--- src/rtl/lcd_scan_pkg.sv ---
// Package: shared dimensions of the row scanner.
// Assumes: one graphic area of SCAN_ROWS rows plus one icon row.
package lcd_scan_pkg;
    localparam int SCAN_ROWS  = 16;   // graphic rows subject to scroll/remap
    localparam int SCAN_COLS  = 120;  // columns in one RAM row word
    localparam int SCAN_SEGS  = 112;  // segment drivers
    localparam int SCAN_FRAME = 640;  // ticks per frame

    // Number of bits needed to hold values 0..n-1 (at least 1).
    function automatic int bits_for(input int n);
        return (n <= 2) ? 1 : $clog2(n);
    endfunction
endpackage

--- src/rtl/lcd_slot_timer.sv ---
// Module: lcd_slot_timer
// Divides a frame of FRAME_TICKS oscillator ticks into equal common slots,
// the remainder going to the last slot. Produces the slot index, a frame
// start strobe and a per-frame polarity bit.
// Assumes: tick is a single-cycle enable; mux_full may change at any time,
// an out-of-range slot is then closed at its next boundary.
module lcd_slot_timer
    import lcd_scan_pkg::*;
#(
    parameter int ROWS        = SCAN_ROWS,
    parameter int FRAME_TICKS = SCAN_FRAME,
    localparam int COMS       = ROWS + 1,
    localparam int SLOT_W     = bits_for(COMS)
) (
    input  logic              clk,
    input  logic              rst_n,
    input  logic              tick,
    input  logic              mux_full,
    output logic [SLOT_W-1:0] slot,
    output logic              frame_strobe,
    output logic              frame_alt
);
    localparam int CNT_W   = bits_for(FRAME_TICKS);
    localparam int BASE_F  = FRAME_TICKS / COMS;
    localparam int LAST_F  = FRAME_TICKS - ROWS * BASE_F;
    localparam int BASE_S  = FRAME_TICKS / ROWS;
    localparam int LAST_S  = FRAME_TICKS - (ROWS - 1) * BASE_S;
    localparam int MAX_F   = (LAST_F > BASE_F) ? LAST_F : BASE_F;
    localparam int MAX_S   = (LAST_S > BASE_S) ? LAST_S : BASE_S;
    localparam int MAX_LEN = (MAX_F > MAX_S) ? MAX_F : MAX_S;

    localparam logic [CNT_W-1:0]  BASE_F_M1 = CNT_W'(BASE_F - 1);
    localparam logic [CNT_W-1:0]  LAST_F_M1 = CNT_W'(LAST_F - 1);
    localparam logic [CNT_W-1:0]  BASE_S_M1 = CNT_W'(BASE_S - 1);
    localparam logic [CNT_W-1:0]  LAST_S_M1 = CNT_W'(LAST_S - 1);
    localparam logic [CNT_W-1:0]  MAX_M1    = CNT_W'(MAX_LEN - 1);
    localparam logic [SLOT_W-1:0] END_F     = SLOT_W'(ROWS);
    localparam logic [SLOT_W-1:0] END_S     = SLOT_W'(ROWS - 1);

    logic [CNT_W-1:0]  cnt_q;
    logic [SLOT_W-1:0] slot_q;
    logic              alt_q;
    logic              strobe_q;
    logic              last_slot;
    logic [CNT_W-1:0]  cnt_lim;
    logic              at_edge;

    // Decide whether the current slot is the final one of the frame.
    always_comb begin
        last_slot = mux_full ? (slot_q >= END_F) : (slot_q >= END_S);
    end

    // Pick the terminal count of the current slot.
    always_comb begin
        if (last_slot) cnt_lim = mux_full ? LAST_F_M1 : LAST_S_M1;
        else           cnt_lim = mux_full ? BASE_F_M1 : BASE_S_M1;
        at_edge = (cnt_q >= cnt_lim);
    end

    // Advance tick count, slot index, polarity and frame strobe.
    always_ff @(posedge clk) begin
        if (!rst_n) begin
            cnt_q    <= '0;
            slot_q   <= '0;
            alt_q    <= 1'b0;
            strobe_q <= 1'b0;
        end else begin
            strobe_q <= 1'b0;
            if (tick) begin
                if (at_edge) begin
                    cnt_q <= '0;
                    if (last_slot) begin
                        slot_q   <= '0;
                        alt_q    <= ~alt_q;
                        strobe_q <= 1'b1;
                    end else begin
                        slot_q <= slot_q + 1'b1;
                    end
                end else begin
                    cnt_q <= cnt_q + 1'b1;
                end
            end
        end
    end

    assign slot         = slot_q;
    assign frame_strobe = strobe_q;
    assign frame_alt    = alt_q;


    slot_hold_chk: assert property (@(posedge clk) disable iff (!rst_n)
        !tick |=> $stable(slot_q));

    strobe_alt_chk: assert property (@(posedge clk) disable iff (!rst_n)
        strobe_q |-> (alt_q != $past(alt_q)));

    strobe_slot_chk: assert property (@(posedge clk) disable iff (!rst_n)
        strobe_q |-> (slot_q == '0 && cnt_q == '0));

    cnt_bound_chk: assert property (@(posedge clk) disable iff (!rst_n)
        cnt_q <= MAX_M1);
endmodule

--- src/rtl/lcd_row_map.sv ---
// Module: lcd_row_map
// Translates a common slot into the RAM row shown on it: graphic slots are
// optionally mirrored, then rotated by the scroll offset modulo ROWS; the
// icon slot always reads row ROWS.
// Assumes: purely combinational; scroll < ROWS.
module lcd_row_map
    import lcd_scan_pkg::*;
#(
    parameter int ROWS    = SCAN_ROWS,
    localparam int SLOT_W = bits_for(ROWS + 1),
    localparam int SCR_W  = bits_for(ROWS)
) (
    input  logic [SLOT_W-1:0] slot,
    input  logic [SCR_W-1:0]  scroll,
    input  logic              row_flip,
    output logic [SLOT_W-1:0] row_addr
);
    localparam logic [SLOT_W-1:0] ICON_ROW = SLOT_W'(ROWS);
    localparam logic [SLOT_W:0]   TOP      = (SLOT_W+1)'(ROWS - 1);
    localparam logic [SLOT_W:0]   MODULUS  = (SLOT_W+1)'(ROWS);

    logic [SLOT_W:0] line;
    logic [SLOT_W:0] sum;
    logic [SLOT_W:0] wrapped;

    // Mirror the slot when row remapping is selected.
    always_comb begin
        line = row_flip ? (TOP - {1'b0, slot}) : {1'b0, slot};
    end

    // Rotate by the scroll offset, wrapping within the graphic rows.
    always_comb begin
        sum     = line + (SLOT_W+1)'(scroll);
        wrapped = (sum >= MODULUS) ? (sum - MODULUS) : sum;
    end

    // Icon slot bypasses both mirroring and scroll.
    always_comb begin
        if (slot >= ICON_ROW) row_addr = ICON_ROW;
        else                  row_addr = wrapped[SLOT_W-1:0];
    end
endmodule

--- src/rtl/lcd_col_map.sv ---
// Module: lcd_col_map
// Selects SEGS columns of a RAM row word onto the segment drivers, either
// straight (column k to segment k) or mirrored from the top column down.
// Assumes: COLS >= SEGS; purely combinational.
module lcd_col_map
    import lcd_scan_pkg::*;
#(
    parameter int COLS = SCAN_COLS,
    parameter int SEGS = SCAN_SEGS
) (
    input  logic [COLS-1:0] row_data,
    input  logic            col_flip,
    output logic [SEGS-1:0] seg
);
    // One selector per segment, choosing its straight or mirrored column.
    for (genvar k = 0; k < SEGS; k++) begin : g_seg
        assign seg[k] = col_flip ? row_data[COLS-1-k] : row_data[k];
    end

    if (COLS > SEGS) begin : g_spare
        // Columns SEGS..COLS-SEGS-1 are never driven in either orientation
        // when COLS exceeds 2*SEGS; none exist at the default size.
    end
endmodule

--- src/rtl/lcd_row_scan.sv ---
// Module: lcd_row_scan (top)
// Refresh sequencer for a multiplexed LCD: slot timing, row selection with
// scroll and remap, segment fetch with column remap, and output blanking.
// Assumes: the display RAM answers ram_row_addr combinationally on
// ram_row_data; all configuration inputs are synchronous to clk.
module lcd_row_scan
    import lcd_scan_pkg::*;
#(
    parameter int ROWS        = SCAN_ROWS,
    parameter int COLS        = SCAN_COLS,
    parameter int SEGS        = SCAN_SEGS,
    parameter int FRAME_TICKS = SCAN_FRAME,
    localparam int COMS       = ROWS + 1,
    localparam int SLOT_W     = bits_for(COMS),
    localparam int SCR_W      = bits_for(ROWS)
) (
    input  logic              clk,
    input  logic              rst_n,
    input  logic              tick,
    input  logic              disp_on,
    input  logic              mux_full,
    input  logic [SCR_W-1:0]  scroll,
    input  logic              row_flip,
    input  logic              col_flip,
    input  logic [COLS-1:0]   ram_row_data,
    output logic [SLOT_W-1:0] ram_row_addr,
    output logic [COMS-1:0]   com_sel,
    output logic [SEGS-1:0]   seg_out,
    output logic              frame_alt,
    output logic              frame_strobe
);
    logic [SLOT_W-1:0] slot;
    logic [SEGS-1:0]   seg_raw;

    lcd_slot_timer #(
        .ROWS        (ROWS),
        .FRAME_TICKS (FRAME_TICKS)
    ) i_timer (
        .clk          (clk),
        .rst_n        (rst_n),
        .tick         (tick),
        .mux_full     (mux_full),
        .slot         (slot),
        .frame_strobe (frame_strobe),
        .frame_alt    (frame_alt)
    );

    lcd_row_map #(
        .ROWS (ROWS)
    ) i_rows (
        .slot     (slot),
        .scroll   (scroll),
        .row_flip (row_flip),
        .row_addr (ram_row_addr)
    );

    lcd_col_map #(
        .COLS (COLS),
        .SEGS (SEGS)
    ) i_cols (
        .row_data (ram_row_data),
        .col_flip (col_flip),
        .seg      (seg_raw)
    );

    // Decode the slot into one common line, blanked while the display is off.
    for (genvar n = 0; n < COMS; n++) begin : g_com
        assign com_sel[n] = disp_on && (slot == SLOT_W'(n));
    end

    // Gate the segment pattern to the inactive level while the display is off.
    always_comb begin
        seg_out = disp_on ? seg_raw : '0;
    end


    onehot_chk: assert property (@(posedge clk) disable iff (!rst_n)
        $onehot0(com_sel));

    blank_chk: assert property (@(posedge clk) disable iff (!rst_n)
        !disp_on |-> (com_sel == '0 && seg_out == '0));

    icon_row_chk: assert property (@(posedge clk) disable iff (!rst_n)
        com_sel[ROWS] |-> (ram_row_addr == SLOT_W'(ROWS)));

    short_mux_chk: assert property (@(posedge clk) disable iff (!rst_n)
        (!mux_full && $past(!mux_full) && $past(!com_sel[ROWS])) |-> !com_sel[ROWS]);
endmodule

--- config.mk ---
export PLATFORM = sky130hd
export DESIGN_NAME = lcd_row_scan
export DESIGN_NICKNAME = d
export VERILOG_FILES = /design/src/rtl/lcd_scan_pkg.sv /design/src/rtl/lcd_slot_timer.sv /design/src/rtl/lcd_row_map.sv /design/src/rtl/lcd_col_map.sv /design/src/rtl/lcd_row_scan.sv
export SDC_FILE = /design/constraint.sdc
export NUM_CORES = 1
export LEC_CHECK = 0
export ABC_AREA = 1
export BUFFER_PORTS_ARGS = -buffer_cell sky130_fd_sc_hd__buf_2
export CORE_AREA = 3 3 102 104
export CTS_CLUSTER_SIZE = 30
export DETAILED_ROUTE_END_ITERATION = 10
export DIE_AREA = 0 0 105 107
export GPL_ROUTABILITY_DRIVEN = 1
export PLACE_DENSITY = 0.78
export SYNTH_ARGS = -nofsm -noshare
export SYNTH_HDL_FRONTEND = slang
export SYNTH_SLANG_ARGS = --single-unit
--- constraint.sdc ---
create_clock -name clk -period 2.2 [get_ports clk]
set_input_delay 0.55 -clock clk [delete_from_list [all_inputs] [get_ports clk]]
set_output_delay 0.55 -clock clk [all_outputs]
set_load 0.03 [all_outputs]
==> impl_metrics.py <==
metrics = {
    "logic_synthesis": {
        "syn-num-nets": 691,
        "postSynthCellCount": 546,
        "syn_area_per_cell_um2": 5.216,
        "synth_top_cell_by_area": "nor2_1",
        "ys_seq_area_frac": 0.1195,
        "synth_seq_cells": 17,
        "synth_area_leaders": "nor2_1 (34%), o21ai_0 (20%), dfxtp_1 (12%)",
        "syn_area_um2": 2848,
        "yosysTopAreaCellShare": 0.3401,
        "ys.warnings.count": 0,
        "yosys.cell_types.count": 27,
    },
    "sta": {
        "worst_pin_slew_ns": 0.4304,
        "setup_viol": 3,
        "finalCriticalPeriod_ns": 2.305,
        "finalHoldViolations": 0,
        "finalWorstSetupSlack_ns": -0.1053,
        "slew_headroom": 0.7127,
        "finalMaxSlewViolations": 0,
        "finClkSkew_ns": 0.004172,
        "rsz0062_at_grt": "yes",
        "final.period_utilization": 1.048,
        "max_freq_mhz": 433.8,
    },
    "placed_design": {
        "dpl_cell_area_um2": 4258,
        "dpl.hpwl_mm": 9.649,
        "place_inst": 920,
        "port_buffers": 266,
        "gp_congestion": 0.8565,
    },
    "detailed_routing": {
        "drc": 0,
        "ant_nets": 0,
        "dr.pass1.iters": 4,
        "viasPerCell": 4.672,
        "vias": 4322,
        "wl_per_cell_um": 12.89,
        "drt_iter0_markers": 327,
        "routed_wl_mm": 11.92,
    },
    "floorplanning": {
        "fp.dieH_um": 107,
        "die-area_um2": 11240,
        "io_pins": 267,
        "rows": 36,
        "core_um2": 9639,
        "start_util": 0.2954,
        "fp.dieW_um": 105,
    },
    "global_routing": {
        "antenna_found_initial": 2,
        "grt_pass1_vias": 3723,
        "grt_pass1_wl_mm": 18.05,
        "grt_max_degree": 93,
        "grt_overflow": 0,
        "grtUsageTotal": 0.1896,
    },
    "worst_setup_path": {
        "cp_num_buf_inv": 3,
        "cp-start-kind": "input pin",
        "cp-startpoint": "row_flip",
        "crit_type": "input pin to primary output",
        "cp.required_ns": 1.65,
        "crit_fanout": 3,
        "critPathMaxStageDelay_ns": 0.33,
        "slowest_stage": "fa_2",
        "crit_family": "adder cells",
        "endpoint_kind": "primary output",
        "worstPathCellList": "buf_8, xor2_2, ha_2, inv_2, fa_2, xor2_1, nor2_2, buf_6",
        "r2r_start": "i_timer.slot[4]$_SDFFE_PN0P_",
        "worst_ep_arrival_time_ns": 1.76,
    },
    "job": {
        "max-cap-violations": 0,
    },
    "clock_network": {
        "post_cts_buffers": 0,
        "cts_tree": "built",
        "numCtsBuffers": 3,
        "clock_tree.root_cell": "clkbuf_8",
        "htree_levels": 1,
        "clkTransAtPathRegs_ns": 0.07,
        "clk_latency_ns": 0.25,
        "clk_path_buf_depth": 2,
        "postCtsHoldBufs": 0,
        "cts.sinks": 17,
    },
    "worst_hold_path": {
        "min_path_type": "register to register",
        "worstHoldStart": "i_timer.cnt_q[9]$_SDFFE_PN0P_",
    },
    "power_and_ir_drop": {
        "p_per_area_nw_per_um2": 351.1,
        "finalPower_w": 0.001539,
        "vdd_drop_max_uv": 265.4,
        "p_leak_nw": 2.452,
    },
    "finish": {
        "ff_latch_area_um2": 341.6,
        "final_core_util": 0.4548,
        "final_area_um2": 4384,
        "final_layout_size_suffix_gt1_frac": 0.3919,
        "final_cells": 925,
        "multi_input_area_um2": 2206,
        "nFillCells": 1082,
        "areaGrowthSynthToFinish_pct": 53.95,
        "num-nets-final": 937,
        "final_common_cell": "buf_2",
        "final_cell_mix": "buf_2 (262), nor2_1 (256), o21ai_0 (113)",
    },
    "outcome": {
        "status": "finished with violations",
        "violations": "setup timing",
    },
}
==> layout make-up <==
type / instances / area share
clock buffers: 3 / 0.009418
clock inverters: 1 / 0.001142
multi-input cells: 464 / 0.5031
inverters: 24 / 0.02083
flip-flops and latches: 17 / 0.07791
well taps: 133 / 0.03796
repair buffers: 282 / 0.3490
diodes: 1 / 0.0005708
==> tightest hold or removal path, delay by kind of cell, from the launching register on <==
family	cells	cell delay, ns
DFF	1	0.31
and+or+nand+nor	2	0.09
==> metal layers <==
| metal | track usage | wire length [um] | vias up |
|---|---|---|---|
| li1 | - | - | 2229 |
| met1 | 0.2332 | 4859 | 1905 |
| met2 | 0.3213 | 5699 | 174 |
| met3 | 0.06743 | 1216 | 12 |
| met4 | 0.03655 | 131 | 2 |
| met5 | 0 | 13 | - |
==> through the flow <==
| stage | hold WS (ns) | setup WS [ns] | setup TNS, ns |
|---|---|---|---|
| 6_report | 0.4416 | -0.1053 | -0.2829 |
| 5_1_grt | 0.4689 | -0.1855 | -0.5121 |
| 4_1_cts | 0.4412 | -0.2279 | -0.4725 |
| 3_5_place_dp | 0.4293 | -0.2953 | -0.8043 |
| 3_3_place_gp | 0.4287 | -0.2633 | -0.7028 |
| 2_1_floorplan | 0.4167 | -0.03192 | -0.03192 |
==> state kept, by name, indices dropped and copies added, names as in the netlist <==
signal	cells
i_timer.frame_strobe	1
i_timer.cnt_q	10
i_timer.frame_alt	1
i_timer.slot	5
==> power breakdown <==
| part | internal, W | leakage, nW | switching [W] |
|---|---|---|---|
| Sequential | 0.000311 | 0.138 | 0.00000346 |
| Combinational | 0.000326 | 2.29 | 0.000662 |
| Clock | 0.000126 | 0.0255 | 0.000112 |
==> final timing paths <==
check                                                     end  slack, ns  cells after the start
worst min register to register  i_timer.cnt_q[9]$_SDFFE_PN0P_       0.44                      2
worst max-delay path                          ram_row_addr[2]      -0.11                      8
worst max register to register   i_timer.slot[4]$_SDFFE_PN0P_       0.42                     12
worst min-delay path            i_timer.cnt_q[9]$_SDFFE_PN0P_       0.44                      2
==> cell families (layout without fill, tap and decap cells) <==
logic type / after synthesis / after routing / share of synthesized area
and+or+nand+nor: 318 / 318 / 0.4433
AOI/OAI and AO/OA: 123 / 123 / 0.2197
buffers and inverters: 65 / 310 / 0.1257
DFF: 17 / 17 / 0.1195
adders and majority gates: 14 / 14 / 0.06415
xor gates and xnor gates: 9 / 9 / 0.02768
other: 0 / 1 / 0
==> synthesized netlist by cell type <==
library cell,count
nand2_2,1
clkbuf_2,7
buf_6,11
xor2_1,6
nor3_1,3
dfxtp_1,17
nand2_4,2
nor3_2,2
nand3_1,15
buf_2,12
inv_1,22
a21oi_2,1
o21ai_2,1
nor2_1,258
nand2_1,31
o21ai_0,114
nand4_1,2
inv_2,2
xnor2_1,3
a21oi_1,6
nor2_2,3
clkbuf_1,9
and3_2,1
fa_1,1
ha_1,13
buf_4,2
o21a_1,1
==> what timing repair did <==
action	4_1_cts	5_1_grt
endpoints found under the setup margin	3	3
gates resized for setup	17	2
pin swaps	5	4
(Power assumes the default switching activity.)
